## config.mk

```make
export PLATFORM = sky130hd
export DESIGN_NAME = phy_mgmt_ctrl
export DESIGN_NICKNAME = d
export VERILOG_FILES = /design/src/rtl/phy_mgmt_pkg.sv /design/src/rtl/phy_mgmt_port.sv /design/src/rtl/phy_mgmt_rdmux.sv /design/src/rtl/phy_mgmt_ctrl.sv
export SDC_FILE = /design/constraint.sdc
export NUM_CORES = 1
export LEC_CHECK = 0
export BUFFER_PORTS_ARGS = -buffer_cell sky130_fd_sc_hd__buf_2
export CAP_MARGIN = 20
export CORE_ASPECT_RATIO = 0.8
export CORE_MARGIN = 2
export CORE_UTILIZATION = 60
export CTS_CLUSTER_DIAMETER = 200
export DETAILED_ROUTE_END_ITERATION = 10
export PLACE_DENSITY_LB_ADDON = 0.05
export SYNTH_ARGS = -nofsm -noshare
export SYNTH_HDL_FRONTEND = slang
export SYNTH_SLANG_ARGS = --single-unit
```

## constraint.sdc

```tcl
create_clock -name clk -period 6.85 [get_ports clk]
set_clock_uncertainty 0.05 [all_clocks]
set_input_delay 1.37 -clock clk [delete_from_list [all_inputs] [get_ports clk]]
set_output_delay 1.37 -clock clk [all_outputs]
set_load 0.005 [all_outputs]
```

## src/rtl/phy_mgmt_pkg.sv

```systemverilog
package phy_mgmt_pkg;
    localparam int REG_W      = 16;
    localparam int RADDR_W    = 5;
    localparam int CTRL_ADDR  = 0;
    localparam int ADV_ADDR   = 4;
    localparam int SWRST_BIT  = 15;
    localparam int PDN_BIT    = 11;
    localparam logic [REG_W-1:0] ADV_DEFAULT = 16'h01E1;
    localparam logic [REG_W-1:0] SWRST_MASK  = ~(REG_W'(1) << SWRST_BIT);
endpackage

```

## src/rtl/phy_mgmt_port.sv

```systemverilog
module phy_mgmt_port
    import phy_mgmt_pkg::*;
(
    input  logic               clk,
    input  logic               hw_rst_i,
    input  logic [REG_W-1:0]   strap_i,
    input  logic               wr_en_i,
    input  logic [RADDR_W-1:0] addr_i,
    input  logic [REG_W-1:0]   wdata_i,
    input  logic               gpd_i,
    input  logic               tx_req_i,
    input  logic               rx_req_i,
    output logic [REG_W-1:0]   ctrl_o,
    output logic [REG_W-1:0]   adv_o,
    output logic               pd_o,
    output logic               clk_en_o,
    output logic               tx_en_o,
    output logic               rx_en_o
);
    typedef struct packed {
        logic [REG_W-1:0] ctrl;
        logic [REG_W-1:0] adv;
        logic [REG_W-1:0] snap;
    } port_state_t;

    port_state_t st_d, st_q;

    always_comb begin
        st_d = st_q;
        if (hw_rst_i) begin
            st_d.snap = strap_i & SWRST_MASK;
            st_d.ctrl = strap_i & SWRST_MASK;
            st_d.adv  = ADV_DEFAULT;
        end else if (wr_en_i && !gpd_i) begin
            if (addr_i == RADDR_W'(CTRL_ADDR)) begin
                if (wdata_i[SWRST_BIT]) begin
                    st_d.ctrl = st_q.snap;
                    st_d.adv  = ADV_DEFAULT;
                end else begin
                    st_d.ctrl = wdata_i & SWRST_MASK;
                end
            end else if (addr_i == RADDR_W'(ADV_ADDR)) begin
                st_d.adv = wdata_i;
            end
        end
    end

    always_ff @(posedge clk) begin
        st_q <= st_d;
    end

    assign ctrl_o   = st_q.ctrl;
    assign adv_o    = st_q.adv;
    assign pd_o     = gpd_i | st_q.ctrl[PDN_BIT];
    assign clk_en_o = ~pd_o;
    assign tx_en_o  = tx_req_i & clk_en_o;
    assign rx_en_o  = rx_req_i & clk_en_o;

    // software reset reloads the hardware-reset snapshot
    a_r4_swrst_reload: assert property (@(posedge clk) disable iff (hw_rst_i)
        (wr_en_i && !gpd_i && addr_i == RADDR_W'(CTRL_ADDR) && wdata_i[SWRST_BIT])
        |=> (ctrl_o == $past(st_q.snap)) && (adv_o == ADV_DEFAULT));

    // global power-down freezes the register section
    a_r6_gpd_hold: assert property (@(posedge clk) disable iff (hw_rst_i)
        gpd_i |=> $stable(ctrl_o) && $stable(adv_o));
endmodule

```

## src/rtl/phy_mgmt_rdmux.sv

```systemverilog
module phy_mgmt_rdmux
    import phy_mgmt_pkg::*;
#(
    parameter int NUM_PORTS = 8,
    parameter int PSEL_W    = 3
) (
    input  logic                              clk,
    input  logic                              hw_rst_i,
    input  logic                              rd_i,
    input  logic [PSEL_W-1:0]                 port_i,
    input  logic [RADDR_W-1:0]                addr_i,
    input  logic                              gpd_i,
    input  logic [NUM_PORTS-1:0][REG_W-1:0]   ctrl_all_i,
    input  logic [NUM_PORTS-1:0][REG_W-1:0]   adv_all_i,
    output logic [REG_W-1:0]                  rdata_o,
    output logic                              rvalid_o
);
    typedef struct packed {
        logic [REG_W-1:0] data;
        logic             valid;
    } rd_state_t;

    rd_state_t rd_d, rd_q;
    logic [REG_W-1:0] sel;

    always_comb begin
        sel = '0;
        if (int'(port_i) < NUM_PORTS) begin
            if (addr_i == RADDR_W'(CTRL_ADDR))     sel = ctrl_all_i[port_i];
            else if (addr_i == RADDR_W'(ADV_ADDR)) sel = adv_all_i[port_i];
        end
    end

    always_comb begin
        rd_d = rd_q;
        rd_d.valid = 1'b0;
        if (hw_rst_i) begin
            rd_d = '0;
        end else if (rd_i) begin
            rd_d.valid = 1'b1;
            rd_d.data  = gpd_i ? '0 : sel;
        end
    end

    always_ff @(posedge clk) begin
        rd_q <= rd_d;
    end

    assign rdata_o  = rd_q.data;
    assign rvalid_o = rd_q.valid;

    // one-cycle read latency
    a_r9_read_latency: assert property (@(posedge clk) disable iff (hw_rst_i)
        rd_i |=> rvalid_o);
    a_r9_no_spurious: assert property (@(posedge clk) disable iff (hw_rst_i)
        !rd_i |=> !rvalid_o);
    // unimplemented address reads as zero
    a_r8_unimpl_zero: assert property (@(posedge clk) disable iff (hw_rst_i)
        (rd_i && addr_i != RADDR_W'(CTRL_ADDR) && addr_i != RADDR_W'(ADV_ADDR))
        |=> rdata_o == '0);
    // reads under global power-down return zero
    a_r6_gpd_read_zero: assert property (@(posedge clk) disable iff (hw_rst_i)
        (rd_i && gpd_i) |=> rdata_o == '0);
endmodule

```

## src/rtl/phy_mgmt_ctrl.sv

```systemverilog
module phy_mgmt_ctrl
    import phy_mgmt_pkg::*;
#(
    parameter int NUM_PORTS = 8,
    parameter int PSEL_W    = (NUM_PORTS > 1) ? $clog2(NUM_PORTS) : 1
) (
    input  logic                       clk,
    input  logic                       hw_rst_i,
    input  logic                       mode_strap_i,
    input  logic [NUM_PORTS*REG_W-1:0] cfg_strap_i,
    input  logic                       gpd_i,
    input  logic                       reg_wr_i,
    input  logic                       reg_rd_i,
    input  logic [PSEL_W-1:0]          reg_port_i,
    input  logic [RADDR_W-1:0]         reg_addr_i,
    input  logic [REG_W-1:0]           reg_wdata_i,
    output logic [REG_W-1:0]           reg_rdata_o,
    output logic                       reg_rvalid_o,
    input  logic [NUM_PORTS-1:0]       tx_req_i,
    input  logic [NUM_PORTS-1:0]       rx_req_i,
    output logic                       hw_ctrl_o,
    output logic [NUM_PORTS-1:0]       port_pd_o,
    output logic [NUM_PORTS-1:0]       port_clk_en_o,
    output logic [NUM_PORTS-1:0]       tx_en_o,
    output logic [NUM_PORTS-1:0]       rx_en_o
);
    typedef struct packed {
        logic hw_ctrl;
        logic rst_seen;
    } top_state_t;

    top_state_t top_d, top_q;
    logic [NUM_PORTS-1:0][REG_W-1:0] ctrl_all, adv_all;
    logic                            wr_ok;

    always_comb begin
        top_d = top_q;
        if (hw_rst_i) begin
            top_d.hw_ctrl  = mode_strap_i;
            top_d.rst_seen = 1'b1;
        end
    end

    always_ff @(posedge clk) begin
        top_q <= top_d;
    end

    assign hw_ctrl_o = top_q.hw_ctrl;
    assign wr_ok     = reg_wr_i && !top_q.hw_ctrl && !gpd_i;

    for (genvar p = 0; p < NUM_PORTS; p++) begin : g_port
        phy_mgmt_port i_port (
            .clk      (clk),
            .hw_rst_i (hw_rst_i),
            .strap_i  (cfg_strap_i[p*REG_W +: REG_W]),
            .wr_en_i  (wr_ok && (int'(reg_port_i) == p)),
            .addr_i   (reg_addr_i),
            .wdata_i  (reg_wdata_i),
            .gpd_i    (gpd_i),
            .tx_req_i (tx_req_i[p]),
            .rx_req_i (rx_req_i[p]),
            .ctrl_o   (ctrl_all[p]),
            .adv_o    (adv_all[p]),
            .pd_o     (port_pd_o[p]),
            .clk_en_o (port_clk_en_o[p]),
            .tx_en_o  (tx_en_o[p]),
            .rx_en_o  (rx_en_o[p])
        );
    end

    phy_mgmt_rdmux #(.NUM_PORTS(NUM_PORTS), .PSEL_W(PSEL_W)) i_rdmux (
        .clk        (clk),
        .hw_rst_i   (hw_rst_i),
        .rd_i       (reg_rd_i),
        .port_i     (reg_port_i),
        .addr_i     (reg_addr_i),
        .gpd_i      (gpd_i),
        .ctrl_all_i (ctrl_all),
        .adv_all_i  (adv_all),
        .rdata_o    (reg_rdata_o),
        .rvalid_o   (reg_rvalid_o)
    );

    // mode follows the strap sampled at hardware reset
    a_r1_mode_capture: assert property (@(posedge clk) disable iff (hw_rst_i || !top_q.rst_seen)
        $past(hw_rst_i) |-> hw_ctrl_o == $past(mode_strap_i));
    a_r1_mode_kept: assert property (@(posedge clk) disable iff (hw_rst_i || !top_q.rst_seen)
        reg_wr_i |=> $stable(hw_ctrl_o));
    // strap control freezes every register against writes
    a_r2_hw_mode_freeze: assert property (@(posedge clk) disable iff (hw_rst_i || !top_q.rst_seen)
        hw_ctrl_o |=> $stable(ctrl_all) && $stable(adv_all));
    // hardware reset overrides power-down and writes
    a_r10_rst_priority: assert property (@(posedge clk) disable iff (!top_q.rst_seen)
        hw_rst_i |=> adv_all[0] == ADV_DEFAULT && ctrl_all[0] == ($past(cfg_strap_i[REG_W-1:0]) & SWRST_MASK));
endmodule

```

==> flow_metrics.py <==
metrics = {
    "routing": {
        "vias": 12700,
        "first_pass_iters": 6,
        "ant_nets": 0,
        "viasPerCell": 6.24,
        "drc": 0,
        "wl_um": 47700,
        "initialDrtViolationCount": 1469,
        "wl_per_cell_um": 23.4,
    },
    "place": {
        "port_buffers": 215,
        "dp.cells": 1971,
        "dpl-instance-area_um2": 18000,
        "detailed_place_hpwl_um": 30300,
        "globalplace.congestion": 0.832,
        "pre_cts_ws_ns": 2.73,
    },
    "worst_hold_path": {
        "worst_hold_path_type": "reg -> reg",
        "hold_depth": 2,
        "hold_path.startpoint": "g_port[6].i_port.adv_o[14]",
        "hold_end": "g_port[6].i_port.adv_o[14]",
    },
    "floorplan": {
        "core_area_um2": 28100,
        "die_w_um": 193,
        "ios": 224,
        "fp.dieH_um": 155,
        "num_rows": 55,
        "start_util_pct": 60.7,
        "dieArea_um2": 29800,
    },
    "synthesis": {
        "yosysSeqAreaShare_pct": 59.4,
        "netlist_area_um2": 17100,
        "synth_area_leaders": "edfxtp_1, dfxtp_1, nand2_1, mux4_2, a21oi_1",
        "synthCells": 1522,
        "yosys.cell_count.top_type": "nand2_1",
        "synth_enable_flop_cells": 241,
        "synth_area_per_cell_um2": 11.2,
        "synth_top_area_share_pct": 42.4,
        "synth_cell_types": 48,
        "synth_common_cells": "nand2_1, edfxtp_1, a21oi_1",
        "ys_ff_latch": 386,
        "synth_warnings": 0,
        "synth_nets": 1696,
        "yosys.area.top_type": "edfxtp_1",
        "synth_ff_type": "edfxtp_1",
        "synthArstFlopShare_pct": 0,
    },
    "worst_setup_path": {
        "path_cells": "buf_2 -> inv_1 -> nor4_2 -> a22oi_1 -> o211ai_1",
        "cp_slowest_cell": "nor4_2",
        "r2r_slack_ns": 4.16,
        "rr_worst_depth": 3,
        "cp_max_fo": 25,
        "crit-reg2reg-launch": "hw_ctrl_o",
        "timing.rr.end": "g_port[0].i_port.ctrl_o[10]",
        "cp.required_ns": 7.23,
        "path_buf_inv": 2,
        "cp_top_family": "buffers and inverters",
        "cp-end-kind": "flip-flop",
        "critPathKind": "in -> reg",
        "critPathMaxStageDelay_ns": 0.87,
        "critPathArrivalTime_ns": 3.98,
        "critPathLaunchType": "primary input",
    },
    "grt": {
        "grt_max_degree": 167,
        "grt_usage_pct": 31.5,
        "grt_pass1_vias": 11700,
        "antenna_found_initial": 3,
        "gr-total-overflow": 0,
        "grt_first_pass_wirelength_um": 69300,
    },
    "layout": {
        "area_growth_pct": 12.1,
        "final.fill_count": 2227,
        "multi_input_area_um2": 6110,
        "layout.nets": 1816,
        "drive_above_1_share_pct": 22.6,
        "stdcell_area_um2": 19100,
        "seq_area_um2": 10100,
        "final_util_pct": 68.0,
        "layoutNonFillerInstCount": 2039,
    },
    "clocking": {
        "clkLatencyLatePin_ns": 0.53,
        "cts_hold_buf": 0,
        "clk_pin_slew_worst_paths_ns": 0.06,
        "clock-sinks": 386,
        "htreeDepth": 2,
        "cts_made_buffers": 38,
        "cts_resized": 0,
        "post_cts_buffers": 0,
        "clock_tree.root_cell": "clkbuf_16",
        "cts_buffer_depth": 3,
        "cts_tree": "yes",
    },
    "power": {
        "p_per_area_nw_per_um2": 264,
        "finalPower_mw": 5.04,
        "ir_worst_vdd_v": 0.000215,
        "p_leak_nw": 6.88,
    },
    "status": {
        "status": "finished, final reports clean",
    },
    "timing": {
        "finalHoldViolations": 0,
        "whs_ns": 0.403,
        "period_minus_slack_ns": 3.60,
        "worstMarginPinSlew_ns": 1.16,
        "tns_ns": 0,
        "setup_viol": 0,
        "worst_slack_ns": 3.25,
        "rsz0062_at_grt": "false",
        "period_share_pct": 52.5,
        "max_slew_margin_pct": 22.7,
        "slew_viol_final": 0,
        "fmax_mhz": 278,
    },
    "job": {
        "drv_cap": 0,
    },
}
-- where the power goes --
group | switching [mW] | internal [mW]
Combinational | 0.264 | 0.142
Clock | 0.873 | 1.13
Sequential | 0.0354 | 2.60
Total | 1.17 | 3.87
-- worst min-delay path, delay by kind of cell (launching register included) --
family,cells,cell delay [ns]
compound gates,1,0.05
flops,1,0.30
simple gates,1,0.05
-- kinds of logic after synthesis --
| logic type | after synthesis | synth area share (%) |
|---|---|---|
| AOI/OAI and AO/OA | 427 | 14.5 |
| and+or+nand+nor | 467 | 12.5 |
| DFF | 386 | 59.4 |
| buffers and inverters | 161 | 4.80 |
| muxes | 81 | 8.74 |
-- per-layer routing --
metal  vias up  wire (um)  share of wire, %  global-route usage [%]
li1       5707          -                 -                       -
met1      6217      20400                43                    48.7
met2       703      20800                44                    45.6
met3        92       5190                11                    5.10
met4         2       1300               2.7                    10.7
met5         -         12             0.025                       0
-- cell type report --
cell class              instances  share of cell area, %
flip-flops and latches        386                   53.0
multi-input cells             975                   31.9
repair buffers                231                   6.41
clock buffers                  48                   5.33
well taps                     370                   2.42
clock inverters                17                  0.719
inverters                      10                  0.196
diodes                          2                 0.0261
-- cells in the final DEF (no fill, tap or decap), types with 9 or more instances in the layout --
| cell type | n |
|---|---|
| nor4_4 | 9 |
| o21ai_0 | 123 |
| a21oi_1 | 212 |
| dfxtp_1 | 145 |
| nand2_1 | 332 |
| buf_4 | 18 |
| clkbuf_16 | 39 |
| a21boi_2 | 11 |
| edfxtp_1 | 241 |
| buf_2 | 211 |
| mux2i_1 | 22 |
| inv_1 | 9 |
| mux4_2 | 54 |
| a211o_1 | 42 |
| and2_1 | 17 |
| nor2b_1 | 18 |
| nor2_1 | 58 |
-- sequential cells by signal (all words and copies together) (netlist names) --
name / flops
i_rdmux.rdata_o: 16
hw_ctrl_o: 1
g_port.i_port.st_q: 120
i_rdmux.rvalid_o: 1
g_port.i_port.ctrl_o: 120
g_port.i_port.adv_o: 128
-- how the worst max path moves through the flow --
| stage | slack (ns) | cells after the start | startpoint | end |
|---|---|---|---|---|
| 2_1_floorplan | 3.51 | 4 | gpd_i | rx_en_o[0] |
| 3_3_place_gp | 2.76 | 6 | reg_port_i[0] | i_rdmux.rdata_o[9] |
| 3_5_place_dp | 2.73 | 6 | reg_port_i[0] | i_rdmux.rdata_o[9] |
| 4_1_cts | 3.27 | 4 | gpd_i | tx_en_o[0] |
| 5_1_grt | 3.08 | 5 | reg_port_i[1] | i_rdmux.rdata_o[11] |
| 6_report | 3.25 | 5 | reg_port_i[1] | i_rdmux.rdata_o[11] |
No activity file was read; power rests on OpenSTA's default activity.
